### config.mk
export PLATFORM = sky130hd
export DESIGN_NAME = pdc_handshake
export DESIGN_NICKNAME = d
export VERILOG_FILES = /design/src/rtl/pdc_pkg.sv /design/src/rtl/pdc_tick_gen.sv /design/src/rtl/pdc_cycle.sv /design/src/rtl/pdc_wdog.sv /design/src/rtl/pdc_handshake.sv
export SDC_FILE = /design/constraint.sdc
export NUM_CORES = 1
export LEC_CHECK = 0
export BUFFER_PORTS_ARGS = -buffer_cell sky130_fd_sc_hd__buf_4
export CORE_MARGIN = 5
export CORE_UTILIZATION = 33
export DETAILED_ROUTE_END_ITERATION = 8
export PLACE_DENSITY = 0.53
export SYNTH_ARGS = -nofsm -noshare
export SYNTH_HDL_FRONTEND = slang
export SYNTH_SLANG_ARGS = --single-unit
### constraint.sdc
create_clock -name clk -period 4.55 [get_ports clk]
set_input_delay 0.2275 -clock clk [delete_from_list [all_inputs] [get_ports clk]]
set_output_delay 0.2275 -clock clk [all_outputs]
set_load 0.05 [all_outputs]
### src/rtl/pdc_pkg.sv
package pdc_pkg;

    typedef enum logic {
        PH_IDLE = 1'b0,
        PH_RUN  = 1'b1
    } phase_e;

    localparam int ERR_PRIMARY_BIT   = 0;
    localparam int ERR_SECONDARY_BIT = 1;
    localparam int ERR_FLAGS         = 2;
    localparam int ERR_BYTE_W        = 8;

endpackage

### src/rtl/pdc_tick_gen.sv
module pdc_tick_gen #(
    parameter int CLK_PER_US = 50,
    parameter int US_PER_MS  = 1000
) (
    input  logic clk,
    input  logic rst_n,
    output logic us_tick,
    output logic ms_tick
);
    localparam int PRE_W = $clog2(CLK_PER_US);
    localparam int USC_W = $clog2(US_PER_MS);

    typedef struct packed {
        logic [PRE_W-1:0] pre;
        logic [USC_W-1:0] usc;
    } tick_st_t;

    tick_st_t st_q, st_d;

    always_comb begin
        st_d    = st_q;
        us_tick = (st_q.pre == PRE_W'(CLK_PER_US - 1));
        ms_tick = us_tick && (st_q.usc == USC_W'(US_PER_MS - 1));
        if (us_tick) begin
            st_d.pre = '0;
            st_d.usc = ms_tick ? '0 : st_q.usc + 1'b1;
        end else begin
            st_d.pre = st_q.pre + 1'b1;
        end
    end

    always_ff @(posedge clk or negedge rst_n) begin
        if (!rst_n) st_q <= '0;
        else        st_q <= st_d;
    end

    AST_MS_INSIDE_US: assert property (@(posedge clk) disable iff (!rst_n) ms_tick |-> us_tick) else $error("ms tick without us tick");

endmodule

### src/rtl/pdc_cycle.sv
module pdc_cycle
    import pdc_pkg::*;
#(
    parameter int DATA_W = 8,
    parameter int TIME_W = 16,
    parameter int CNT_W  = 8
) (
    input  logic              clk,
    input  logic              rst_n,
    input  logic              us_tick,
    input  logic              req_wr,
    input  logic [DATA_W-1:0] req_wdata,
    input  logic              eng_done,
    output logic              eng_start,
    output logic [DATA_W-1:0] req_val,
    output logic [DATA_W-1:0] rdy_val,
    output logic [TIME_W-1:0] cyc_time_us,
    output logic [CNT_W-1:0]  ovr_cnt
);
    localparam logic [TIME_W-1:0] TIME_MAX = '1;
    localparam logic [CNT_W-1:0]  CNT_MAX  = '1;

    typedef struct packed {
        phase_e            phase;
        logic              start;
        logic [DATA_W-1:0] req;
        logic [DATA_W-1:0] rdy;
        logic [TIME_W-1:0] run_us;
        logic [TIME_W-1:0] last_us;
        logic [CNT_W-1:0]  ovr;
    } cyc_st_t;

    cyc_st_t st_q, st_d;
    logic    done_ok;
    logic    launch;

    always_comb begin
        st_d       = st_q;
        st_d.start = 1'b0;
        done_ok    = eng_done && (st_q.phase == PH_RUN);
        launch     = req_wr && ((st_q.phase == PH_IDLE) || done_ok);
        if ((st_q.phase == PH_RUN) && us_tick && (st_q.run_us != TIME_MAX))
            st_d.run_us = st_q.run_us + 1'b1;
        if (done_ok) begin
            st_d.rdy     = st_q.req;
            st_d.last_us = st_q.run_us;
            st_d.phase   = PH_IDLE;
        end
        if (req_wr)
            st_d.req = req_wdata;
        if (req_wr && !launch && (st_q.ovr != CNT_MAX))
            st_d.ovr = st_q.ovr + 1'b1;
        if (launch) begin
            st_d.phase  = PH_RUN;
            st_d.run_us = '0;
            st_d.start  = 1'b1;
        end
    end

    always_ff @(posedge clk or negedge rst_n) begin
        if (!rst_n) st_q <= '0;
        else        st_q <= st_d;
    end

    assign eng_start   = st_q.start;
    assign req_val     = st_q.req;
    assign rdy_val     = st_q.rdy;
    assign cyc_time_us = st_q.last_us;
    assign ovr_cnt     = st_q.ovr;

    AST_START_NEEDS_WRITE: assert property (@(posedge clk) disable iff (!rst_n) eng_start |-> $past(req_wr)) else $error("start without write");
    AST_RDY_ECHO: assert property (@(posedge clk) disable iff (!rst_n) (eng_done && st_q.phase == PH_RUN) |=> rdy_val == $past(st_q.req)) else $error("ready echo wrong");
    AST_IDLE_DONE_IGNORED: assert property (@(posedge clk) disable iff (!rst_n) (st_q.phase == PH_IDLE) |=> rdy_val == $past(rdy_val)) else $error("ready moved while idle");
    AST_OVR_SATURATE: assert property (@(posedge clk) disable iff (!rst_n) (ovr_cnt == CNT_MAX) |=> (ovr_cnt == CNT_MAX)) else $error("overrun count wrapped");
    AST_OVR_NO_DROP: assert property (@(posedge clk) disable iff (!rst_n) 1'b1 |=> ovr_cnt >= $past(ovr_cnt)) else $error("overrun count dropped");

endmodule

### src/rtl/pdc_wdog.sv
module pdc_wdog #(
    parameter int WDT_W          = 16,
    parameter int CNT_W          = 8,
    parameter int WDT_DEFAULT_MS = 100
) (
    input  logic             clk,
    input  logic             rst_n,
    input  logic             ms_tick,
    input  logic             req_wr,
    input  logic             cfg_wr,
    input  logic [WDT_W-1:0] cfg_ms,
    input  logic             node_rst,
    output logic [WDT_W-1:0] period_ms,
    output logic [CNT_W-1:0] err_cnt,
    output logic             zero_out
);
    localparam logic [CNT_W-1:0] CNT_MAX = '1;
    localparam logic [WDT_W-1:0] DEF_MS  = WDT_W'(WDT_DEFAULT_MS);

    typedef struct packed {
        logic [WDT_W-1:0] pend;
        logic [WDT_W-1:0] period;
        logic             armed;
        logic [WDT_W-1:0] cnt;
        logic [CNT_W-1:0] err;
        logic             zero;
    } wd_st_t;

    wd_st_t         st_q, st_d;
    logic [WDT_W:0] cnt_inc;
    logic           expire;

    always_comb begin
        st_d      = st_q;
        st_d.zero = 1'b0;
        cnt_inc   = {1'b0, st_q.cnt} + 1'b1;
        expire    = 1'b0;
        if (node_rst) begin
            st_d.period = st_q.pend;
            st_d.armed  = 1'b0;
            st_d.cnt    = '0;
        end else if (req_wr) begin
            st_d.armed = (st_q.period != '0);
            st_d.cnt   = '0;
        end else if (st_q.armed && ms_tick) begin
            if (cnt_inc >= {1'b0, st_q.period}) begin
                expire     = 1'b1;
                st_d.armed = 1'b0;
                st_d.cnt   = '0;
            end else begin
                st_d.cnt = cnt_inc[WDT_W-1:0];
            end
        end
        if (cfg_wr)
            st_d.pend = cfg_ms;
        if (expire) begin
            st_d.zero = 1'b1;
            if (st_q.err != CNT_MAX)
                st_d.err = st_q.err + 1'b1;
        end
    end

    always_ff @(posedge clk or negedge rst_n) begin
        if (!rst_n) begin
            st_q        <= '0;
            st_q.pend   <= DEF_MS;
            st_q.period <= DEF_MS;
        end else begin
            st_q <= st_d;
        end
    end

    assign period_ms = st_q.period;
    assign err_cnt   = st_q.err;
    assign zero_out  = st_q.zero;

    AST_EXPIRY_COUNTS: assert property (@(posedge clk) disable iff (!rst_n) (zero_out && $past(err_cnt) != CNT_MAX) |-> err_cnt == $past(err_cnt) + 1'b1) else $error("expiry not counted");
    AST_WDT_ERR_SATURATE: assert property (@(posedge clk) disable iff (!rst_n) (err_cnt == CNT_MAX) |=> (err_cnt == CNT_MAX)) else $error("expiry count wrapped");
    AST_PERIOD_ONLY_ON_NODE_RST: assert property (@(posedge clk) disable iff (!rst_n) !node_rst |=> period_ms == $past(period_ms)) else $error("period moved without node reset");
    AST_ZERO_PERIOD_SILENT: assert property (@(posedge clk) disable iff (!rst_n) (period_ms == '0 && !$past(node_rst)) |-> !zero_out) else $error("disabled watchdog fired");

endmodule

### src/rtl/pdc_handshake.sv
module pdc_handshake
    import pdc_pkg::*;
#(
    parameter int DATA_W         = 8,
    parameter int TIME_W         = 16,
    parameter int CNT_W          = 8,
    parameter int WDT_W          = 16,
    parameter int CLK_PER_US     = 50,
    parameter int US_PER_MS      = 1000,
    parameter int WDT_DEFAULT_MS = 100
) (
    input  logic              clk,
    input  logic              rst_n,
    input  logic              req_wr,
    input  logic [DATA_W-1:0] req_wdata,
    output logic [DATA_W-1:0] req_val,
    output logic [DATA_W-1:0] rdy_val,
    output logic              eng_start,
    input  logic              eng_done,
    output logic [TIME_W-1:0] cyc_time_us,
    output logic [CNT_W-1:0]  ovr_cnt,
    input  logic              wdt_cfg_wr,
    input  logic [WDT_W-1:0]  wdt_cfg_ms,
    input  logic              node_rst,
    output logic [WDT_W-1:0]  wdt_period_ms,
    output logic [CNT_W-1:0]  wdt_err_cnt,
    output logic              zero_out,
    input  logic [1:0]        bus_err_set,
    input  logic [1:0]        bus_err_clr,
    output logic [7:0]        err_byte
);
    logic us_tick;
    logic ms_tick;

    pdc_tick_gen #(
        .CLK_PER_US (CLK_PER_US),
        .US_PER_MS  (US_PER_MS)
    ) u_tick (
        .clk     (clk),
        .rst_n   (rst_n),
        .us_tick (us_tick),
        .ms_tick (ms_tick)
    );

    pdc_cycle #(
        .DATA_W (DATA_W),
        .TIME_W (TIME_W),
        .CNT_W  (CNT_W)
    ) u_cycle (
        .clk         (clk),
        .rst_n       (rst_n),
        .us_tick     (us_tick),
        .req_wr      (req_wr),
        .req_wdata   (req_wdata),
        .eng_done    (eng_done),
        .eng_start   (eng_start),
        .req_val     (req_val),
        .rdy_val     (rdy_val),
        .cyc_time_us (cyc_time_us),
        .ovr_cnt     (ovr_cnt)
    );

    pdc_wdog #(
        .WDT_W          (WDT_W),
        .CNT_W          (CNT_W),
        .WDT_DEFAULT_MS (WDT_DEFAULT_MS)
    ) u_wdog (
        .clk       (clk),
        .rst_n     (rst_n),
        .ms_tick   (ms_tick),
        .req_wr    (req_wr),
        .cfg_wr    (wdt_cfg_wr),
        .cfg_ms    (wdt_cfg_ms),
        .node_rst  (node_rst),
        .period_ms (wdt_period_ms),
        .err_cnt   (wdt_err_cnt),
        .zero_out  (zero_out)
    );

    logic [ERR_FLAGS-1:0] err_d, err_q;

    always_comb begin
        err_d = (err_q & ~bus_err_clr) | bus_err_set;
    end

    always_ff @(posedge clk or negedge rst_n) begin
        if (!rst_n) err_q <= '0;
        else        err_q <= err_d;
    end

    always_comb begin
        err_byte                    = '0;
        err_byte[ERR_PRIMARY_BIT]   = err_q[0];
        err_byte[ERR_SECONDARY_BIT] = err_q[1];
    end

    AST_ERR_SET_WINS: assert property (@(posedge clk) disable iff (!rst_n) 1'b1 |=> (err_byte[1:0] & $past(bus_err_set)) == $past(bus_err_set)) else $error("error set lost");

endmodule

==> impl_metrics.tcl, run 1 <==
set metrics [dict create \
    remaining_drc_errors 0 \
    cts-buffers-inserted 17 \
    ir_drop_v 0.000243 \
    num_antenna_cells 0 \
    max_slew.worst_pin.slew_ns 1.16 \
    final_layout_size_suffix_gt1_share_pct 29.3 \
    synthCells 645 \
    post_synth.cell_area_avg_um2 10.7 \
    numClockSinks 134 \
    grt_remaining_overflow 0 \
    place.port_buffers 101 \
    chipHeight_um 155 \
    chipWidth_um 155 \
    final-setup-viol-count 0 \
    antenna_found_initial 0 \
    critical_path_peak_fanout 13 \
    yosysWarningCount 0 \
    timing.max_cap.violations 0 \
    worstSetupPathType "reg -> reg" \
    post_drt_wl_per_cell_um 14.8 \
    final_core_util_pct 38.8 \
    core.rowCount 53 \
    area_growth_from_synthesis_to_final_layout_pct 16.7 \
    syn-cell-area_mm2 0.00693 \
    fin_hold_ws_ns 0.0362 \
    setup_repair_after_global_routing_missed_its_margin "false" \
    finalClockSkew_ns 0.0123 \
    via_count_of_the_first_global_routing_pass 4881 \
    run_status "completed" \
    min_tclk_post_route_ns 4.21 \
    max-slew-margin-rel_pct 22.4 \
    drt.antenna.violating_nets 0 \
    clock_tree_from_tritoncts "built" \
    yosysUniqueCellTypes 61 \
    place.detailed.instances 939 \
    max_freq_mhz 237 \
    grt_start_max_net_pins 92 \
    synth_fa_ha_area_share_pct 4.15 \
    die_area_mm2 0.0240 \
    drt_iter0_drc 173 \
    num-fill-cells 2065 \
    initial_core_util_pct 33.3 \
    post_synth_xor_area_fraction_pct 5.94 \
    route.vias.total 4723 \
    detailedRoute.firstPassIterationCount 6 \
    slowest_stage "nor2_2" \
    totalWireLength_mm 14.4 \
    critPathRequiredTime_ns 4.90 \
    critPathArrivalTime_ns 4.56 \
    nNetsFinal 743 \
    synth_enable_flop_cells 0 \
    multi_input_comb_area_mm2 0.00287 \
    critical_path.endpoint_type "flip-flop" \
    core-area_mm2 0.0208 \
    dp.final_hpwl_mm 10.3 \
    final-max-slew-violation-count 0 \
    post_cts_buffers 0 \
    cpPeakStageDelay_ns 0.58 \
    synth_top_family_by_area "simple AND/OR/NAND/NOR gates" \
    postSynth.asyncResetShare_pct 100 \
    place.gp.congestion 0.826 \
    vias_per_cell 4.85 \
    buffer_depth_of_the_longest_clock_path 2 \
    final_min_period_over_clock_period_pct 92.6 \
    timing.final.hold_violations 0 \
    clock_insertion_delay_worst_skew_ns 0.42 \
    postSynthRegisterBits 134 \
    htree_num_levels 4 \
    power_density_mw_per_mm2 408 \
    totalPowerFinal_mw 3.30 \
    fin_setup_tns_ns 0 \
    track_usage_pct 12.5 \
    root_buffer "clkbuf_16" \
    synth.area.mux_share_pct 8.15 \
    cp-start-kind "flip-flop" \
    layoutNonFillerInstCount 974 \
    synth-compound-area-share_pct 8.11 \
    cts_hold_repair.buffers 3 \
    yosys.area_share.simple_pct 14.7 \
    synth-seq-area-share_pct 48.5 \
    layout.area.seq_mm2 0.00336 \
    postCtsResizedCells 0 \
    count_of_boundary_i_o_pins 108 \
    postSynth.topFlopCell "dfrtp_1" \
    p_leak_nw 3.78 \
    path_clk_slew_ns 0.06 \
    grt_pass1_wl_mm 24.3 \
    min_path_type "in -> reg" \
    r2r_slack_ns 0.34 \
    timing.critical_path.mode_cell "ha_1" \
    path_cells "ha_1, nand4_2, nor3_2, nand2_1, nor2_1, xor2_1, ha_1, a21o_1, a221o_1, a311oi_1, o211ai_1, nor2_2, mux2_2" \
]
## cells in the final DEF, fill, tap and decap left out, types with 3 or more instances in the layout
cell type and n:
clkinv_4 3, nand2_1 56, a31oi_1 4, nor2b_1 4, mux2_2 46, conb_1 6, inv_1 29, a22o_1 10
clkbuf_16 17, nor2_1 35, a21oi_1 8, dfrtp_1 128, dlygate4sd3_1 3, o21ai_0 37, nand4_1 16, nand2b_1 3
dfstp_2 6, nor4_1 5, or3_1 4, inv_6 4, nand3_1 24, buf_4 101, xnor2_1 31, xor2_1 16
a21o_1 4, nor3_1 6, and3_1 13, ha_1 23, clkbuf_8 3, and2_1 5, and4_1 3
## cell families after synthesis
kind of cell,count (synthesis)
mux,50
flops,134
buf+inv,117
xor+xnor,47
other cells,1
fa+ha+maj,23
simple gates,192
compound gates,81
## cells in the mapped netlist, types with 2 or more instances
| cell | number | area [µm²] |
|---|---|---|
| inv_1 | 29 | 109 |
| buf_4 | 71 | 533 |
| a21o_1 | 4 | 30.0 |
| or3_1 | 4 | 25.0 |
| xor2_1 | 16 | 140 |
| nand2_1 | 56 | 210 |
| o211ai_2 | 2 | 25.0 |
| nand2b_1 | 3 | 18.8 |
| and3_1 | 13 | 81.3 |
| clkbuf_1 | 12 | 45.0 |
| nor3_1 | 6 | 30.0 |
| nor2b_1 | 4 | 25.0 |
| nor2_1 | 35 | 131 |
| a311oi_1 | 2 | 17.5 |
| nand4_2 | 2 | 25.0 |
| and4_1 | 3 | 26.3 |
| dfstp_2 | 6 | 158 |
| nand3_1 | 24 | 120 |
| mux2_2 | 46 | 518 |
| ha_1 | 23 | 288 |
| nor4_1 | 5 | 31.3 |
| nor4_4 | 2 | 42.5 |
| mux2i_1 | 2 | 20.0 |
| buf_2 | 4 | 20.0 |
| and2_1 | 5 | 31.3 |
| nor3b_1 | 2 | 15.0 |
| nand3b_1 | 2 | 15.0 |
| a21oi_1 | 8 | 40.0 |
| o21ai_0 | 37 | 185 |
| o31ai_1 | 2 | 15.0 |
| a22o_1 | 10 | 87.6 |
| xnor2_1 | 31 | 272 |
| dfrtp_1 | 128 | 3200 |
| nand4_1 | 16 | 100 |
| a31oi_1 | 4 | 25.0 |
## sequential cells by signal, summed over array words and instances, names as in the netlist
register and flops:
u_wdog.period_ms 16, u_cycle.st_q 17, u_cycle.eng_start 1, u_wdog.err_cnt 8
u_wdog.st_q 33, err_q 2, u_cycle.req_val 8, u_tick.st_q 16
u_cycle.ovr_cnt 8, u_cycle.rdy_val 8, u_cycle.cyc_time_us 16, u_wdog.zero_out 1
## metrics by stage
step           area [µm²]  worst slack [ns]
2_1_floorplan        6950              1.33
5_1_grt              8090            0.0274
6_report             8090             0.339
4_1_cts              8090             0.402
3_5_place_dp         7450             0.429
3_3_place_gp         7450             0.640
## layout make-up
class / instances / area share [%]
clock buffer: 20 / 5.77
sequential: 134 / 41.6
tap: 275 / 4.25
multi-input combinational: 399 / 35.5
clock inverter: 12 / 1.72
inverter: 29 / 1.35
timing repair buffer: 105 / 9.89
## where the power goes
part | leakage (nW) | total (mW) | switching [mW] | internal (mW)
Clock | 0.298 | 1.41 | 0.549 | 0.858
Combinational | 1.75 | 0.553 | 0.374 | 0.179
Sequential | 1.73 | 1.34 | 0.0646 | 1.27
## critical path, delay by kind of cell, from the launching register on
family | cells | cell delay [ns]
AO/OA/AOI/OAI | 4 | 1.30
XOR/XNOR | 1 | 0.18
adder cells (fa/ha/maj) | 2 | 0.56
flip-flops | 1 | 0.43
multiplexers | 1 | 0.24
AND/OR/NAND/NOR | 5 | 1.43
## path summary, 6_finish.rpt
kind | startpoint | end | cells past startpoint
worst min-delay path | req_wdata[7] | u_cycle.req_val[7] | 2
min in group asynchronous | rst_n | u_cycle.cyc_time_us[4] | 2
worst max register to register | u_wdog.st_q[9] | u_wdog.st_q[9] | 13
worst max-delay path | u_wdog.st_q[9] | u_wdog.st_q[9] | 13
worst min register to register | u_tick.st_q[2] | u_tick.st_q[2] | 1
max in group asynchronous | rst_n | u_tick.st_q[5] | 3
## per-layer routing
| layer | track usage [%] | up-vias | share of wire (%) |
|---|---|---|---|
| li1 | - | 2240 | - |
| met1 | 14.8 | 2370 | 43 |
| met2 | 21.4 | 98 | 50 |
| met3 | 3.56 | 15 | 5.4 |
| met4 | 4.58 | 0 | 1.6 |
| met5 | 0 | - | 0 |
No activity file was read; power rests on OpenSTA's default activity.
==> run 2, diff against run 1 <==
- CORE_ASPECT_RATIO: not set -> 0.7
==> impl_metrics.tcl, run 2 (synthesis results as in run 1) <==
set metrics [dict create \
    run_status "completed" \
    largest_register_ff_count 33 \
    place.gp.congestion 0.794 \
    critical_path.endpoint_type "flip-flop" \
    core.rowCount 44 \
    final_core_util_pct 39.0 \
    dp.final_hpwl_mm 10.7 \
    min_path_type "in -> reg" \
    vias_per_cell 4.73 \
    grt_pass1_wl_mm 24.7 \
    num_antenna_cells 0 \
    max_flop_register "u_wdog.st_q" \
    final_min_period_over_clock_period_pct 84.6 \
    fin_setup_tns_ns 0 \
    drt.antenna.violating_nets 0 \
    timing.final.hold_violations 0 \
    route.vias.total 4622 \
    critPathArrivalTime_ns 4.20 \
    layoutNonFillerInstCount 977 \
    total_switching_power_mw 1.06 \
    max_slew.worst_pin.slew_ns 1.01 \
    area_growth_from_synthesis_to_final_layout_pct 16.6 \
    final-max-slew-violation-count 0 \
    sw_frac_of_total_pct 32.6 \
    r2r_end "u_wdog.st_q[9]" \
    totalWireLength_mm 14.8 \
    mostFrequentLayoutCells "128 x dfrtp_1, 103 x buf_4, 56 x nand2_1" \
    biggestRegsByFlops "u_wdog.st_q (33), u_cycle.st_q (17)" \
    p_leak_nw 3.77 \
    worst_slack_at_placement_ns 0.737 \
    drt_iter0_drc 210 \
    worst_slack_ns 0.702 \
    power.clock.fraction_pct 41.7 \
    worstHoldStart "wdt_cfg_ms[1]" \
    via_count_of_the_first_global_routing_pass 4713 \
    timing.max_cap.violations 0 \
    r2r_slack_ns 0.70 \
    count_of_boundary_i_o_pins 108 \
    p_int_mw 2.19 \
    postCtsResizedCells 0 \
    min_tclk_post_route_ns 3.85 \
    critical_path_peak_fanout 10 \
    remaining_drc_errors 0 \
    worst_r2r_path_depth 13 \
    combinationalPowerShare_pct 17.1 \
    ir_drop_v 0.000331 \
    max-slew-margin-rel_pct 32.9 \
    place.port_buffers 101 \
    max_freq_mhz 260 \
    clock_insertion_delay_worst_skew_ns 0.42 \
    post_drt_wl_per_cell_um 15.1 \
    final_layout_size_suffix_gt1_share_pct 29.5 \
    chipHeight_um 131 \
    htree_num_levels 4 \
    crit-reg2reg-launch "u_wdog.st_q[9]" \
    worstSetupPathType "reg -> reg" \
    root_buffer "clkbuf_16" \
    timing.hold.worst_path_depth 2 \
    finalClockSkew_ns 0.0131 \
    final-setup-viol-count 0 \
    finish.instance_area_mm2 0.00808 \
    nNetsFinal 745 \
    initial_core_util_pct 33.5 \
    placedInstanceArea_mm2 0.00747 \
    hold_end "u_wdog.st_q[43]" \
    path_clk_slew_ns 0.07 \
    layout_commonest_cell "dfrtp_1" \
    core-area_mm2 0.0207 \
    cts-buffers-inserted 17 \
    track_usage_pct 12.6 \
    power_density_mw_per_mm2 402 \
    chipWidth_um 183 \
    detailedRoute.firstPassIterationCount 4 \
    setup_repair_after_global_routing_missed_its_margin "false" \
    cp-start-kind "flip-flop" \
    die_area_mm2 0.0240 \
    critPathRequiredTime_ns 4.90 \
    clock_tree_from_tritoncts "built" \
    buffer_depth_of_the_longest_clock_path 2 \
    num-fill-cells 2070 \
    seqPwrFrac_pct 41.3 \
    numClockSinks 134 \
    grt_remaining_overflow 0 \
    antenna_found_initial 0 \
    grt_start_max_net_pins 104 \
    place.detailed.instances 942 \
]
==> run 2: cell count changes in the layout (fill, tap and decap cells not counted), sizes merged <==
| cell | before | now |
|---|---|---|
| clkbuf | 20 | 17 |
| buf | 102 | 104 |
| inv | 33 | 39 |
| clkinv | 5 | 4 |
| bufinv | 2 | 0 |
==> run 2: metal layers <==
metal  vias up  routed length [µm]  global-route usage (%)
met5         -                   0                       0
met2        78                6790                    19.4
met3        10                 591                    3.34
li1       2252                   -                       -
met1      2282                7280                    17.4
met4         0                 143                    3.85
==> run 2: layout make-up <==
| cell class | count | area [µm²] | share of cell area, % |
|---|---|---|---|
| clock inverter | 15 | 158 | 1.95 |
| clock buffer | 17 | 425 | 5.26 |
| timing repair buffer | 107 | 815 | 10.1 |
| multi-input combinational | 399 | 2870 | 35.5 |
| inverter | 29 | 109 | 1.35 |
| tap | 276 | 345 | 4.27 |
| sequential | 134 | 3360 | 41.6 |
==> run 2: worst max path at each step <==
stage	startpoint	end	slack (ns)
after floorplan	u_wdog.st_q[9]	u_wdog.st_q[21]	1.33
after global placement	u_wdog.st_q[9]	u_wdog.st_q[9]	0.91
after detailed placement	u_wdog.st_q[9]	u_wdog.st_q[9]	0.74
after CTS	u_wdog.st_q[9]	u_wdog.st_q[9]	0.70
after global routing	u_wdog.st_q[9]	u_wdog.st_q[11]	0.28
final	u_wdog.st_q[9]	u_wdog.st_q[9]	0.70
==> run 2: critical path: stages (launching register included) <==
cell and delay (ns):
dfrtp_1 0.43, ha_1 0.29, nand4_2 0.19, nor3_2 0.29, nand2_1 0.18, nor2_1 0.20, xor2_1 0.17, ha_1 0.25
a21o_1 0.18, a221o_1 0.37, a311oi_1 0.27, o211ai_1 0.26, nor2_2 0.45, mux2_2 0.25
==> run 2: what timing repair did <==
| item | in CTS | in global routing |
|---|---|---|
| endpoints found under the hold margin | 98 | 0 |
| buffers inserted | 0 | 0 |
| hold buffers | 3 | 0 |
==> run 2: per-stage QoR <==
step	hold WS, ns	power (mW)
detailed placement	0.411	1.92
global route	0.0109	3.40
global placement	0.401	1.91
CTS	0.0117	3.31
floorplan	-0.0681	1.81
finish	0.0381	3.25
==> run 2: power by group through the flow <==
stage / registers [mW] / logic, mW / clock network (mW)
finish: 1.34 / 0.554 / 1.35
global route: 1.35 / 0.595 / 1.45
CTS: 1.34 / 0.563 / 1.40
detailed placement: 1.36 / 0.559 / 0
global placement: 1.36 / 0.552 / 0
floorplan: 1.35 / 0.461 / 0
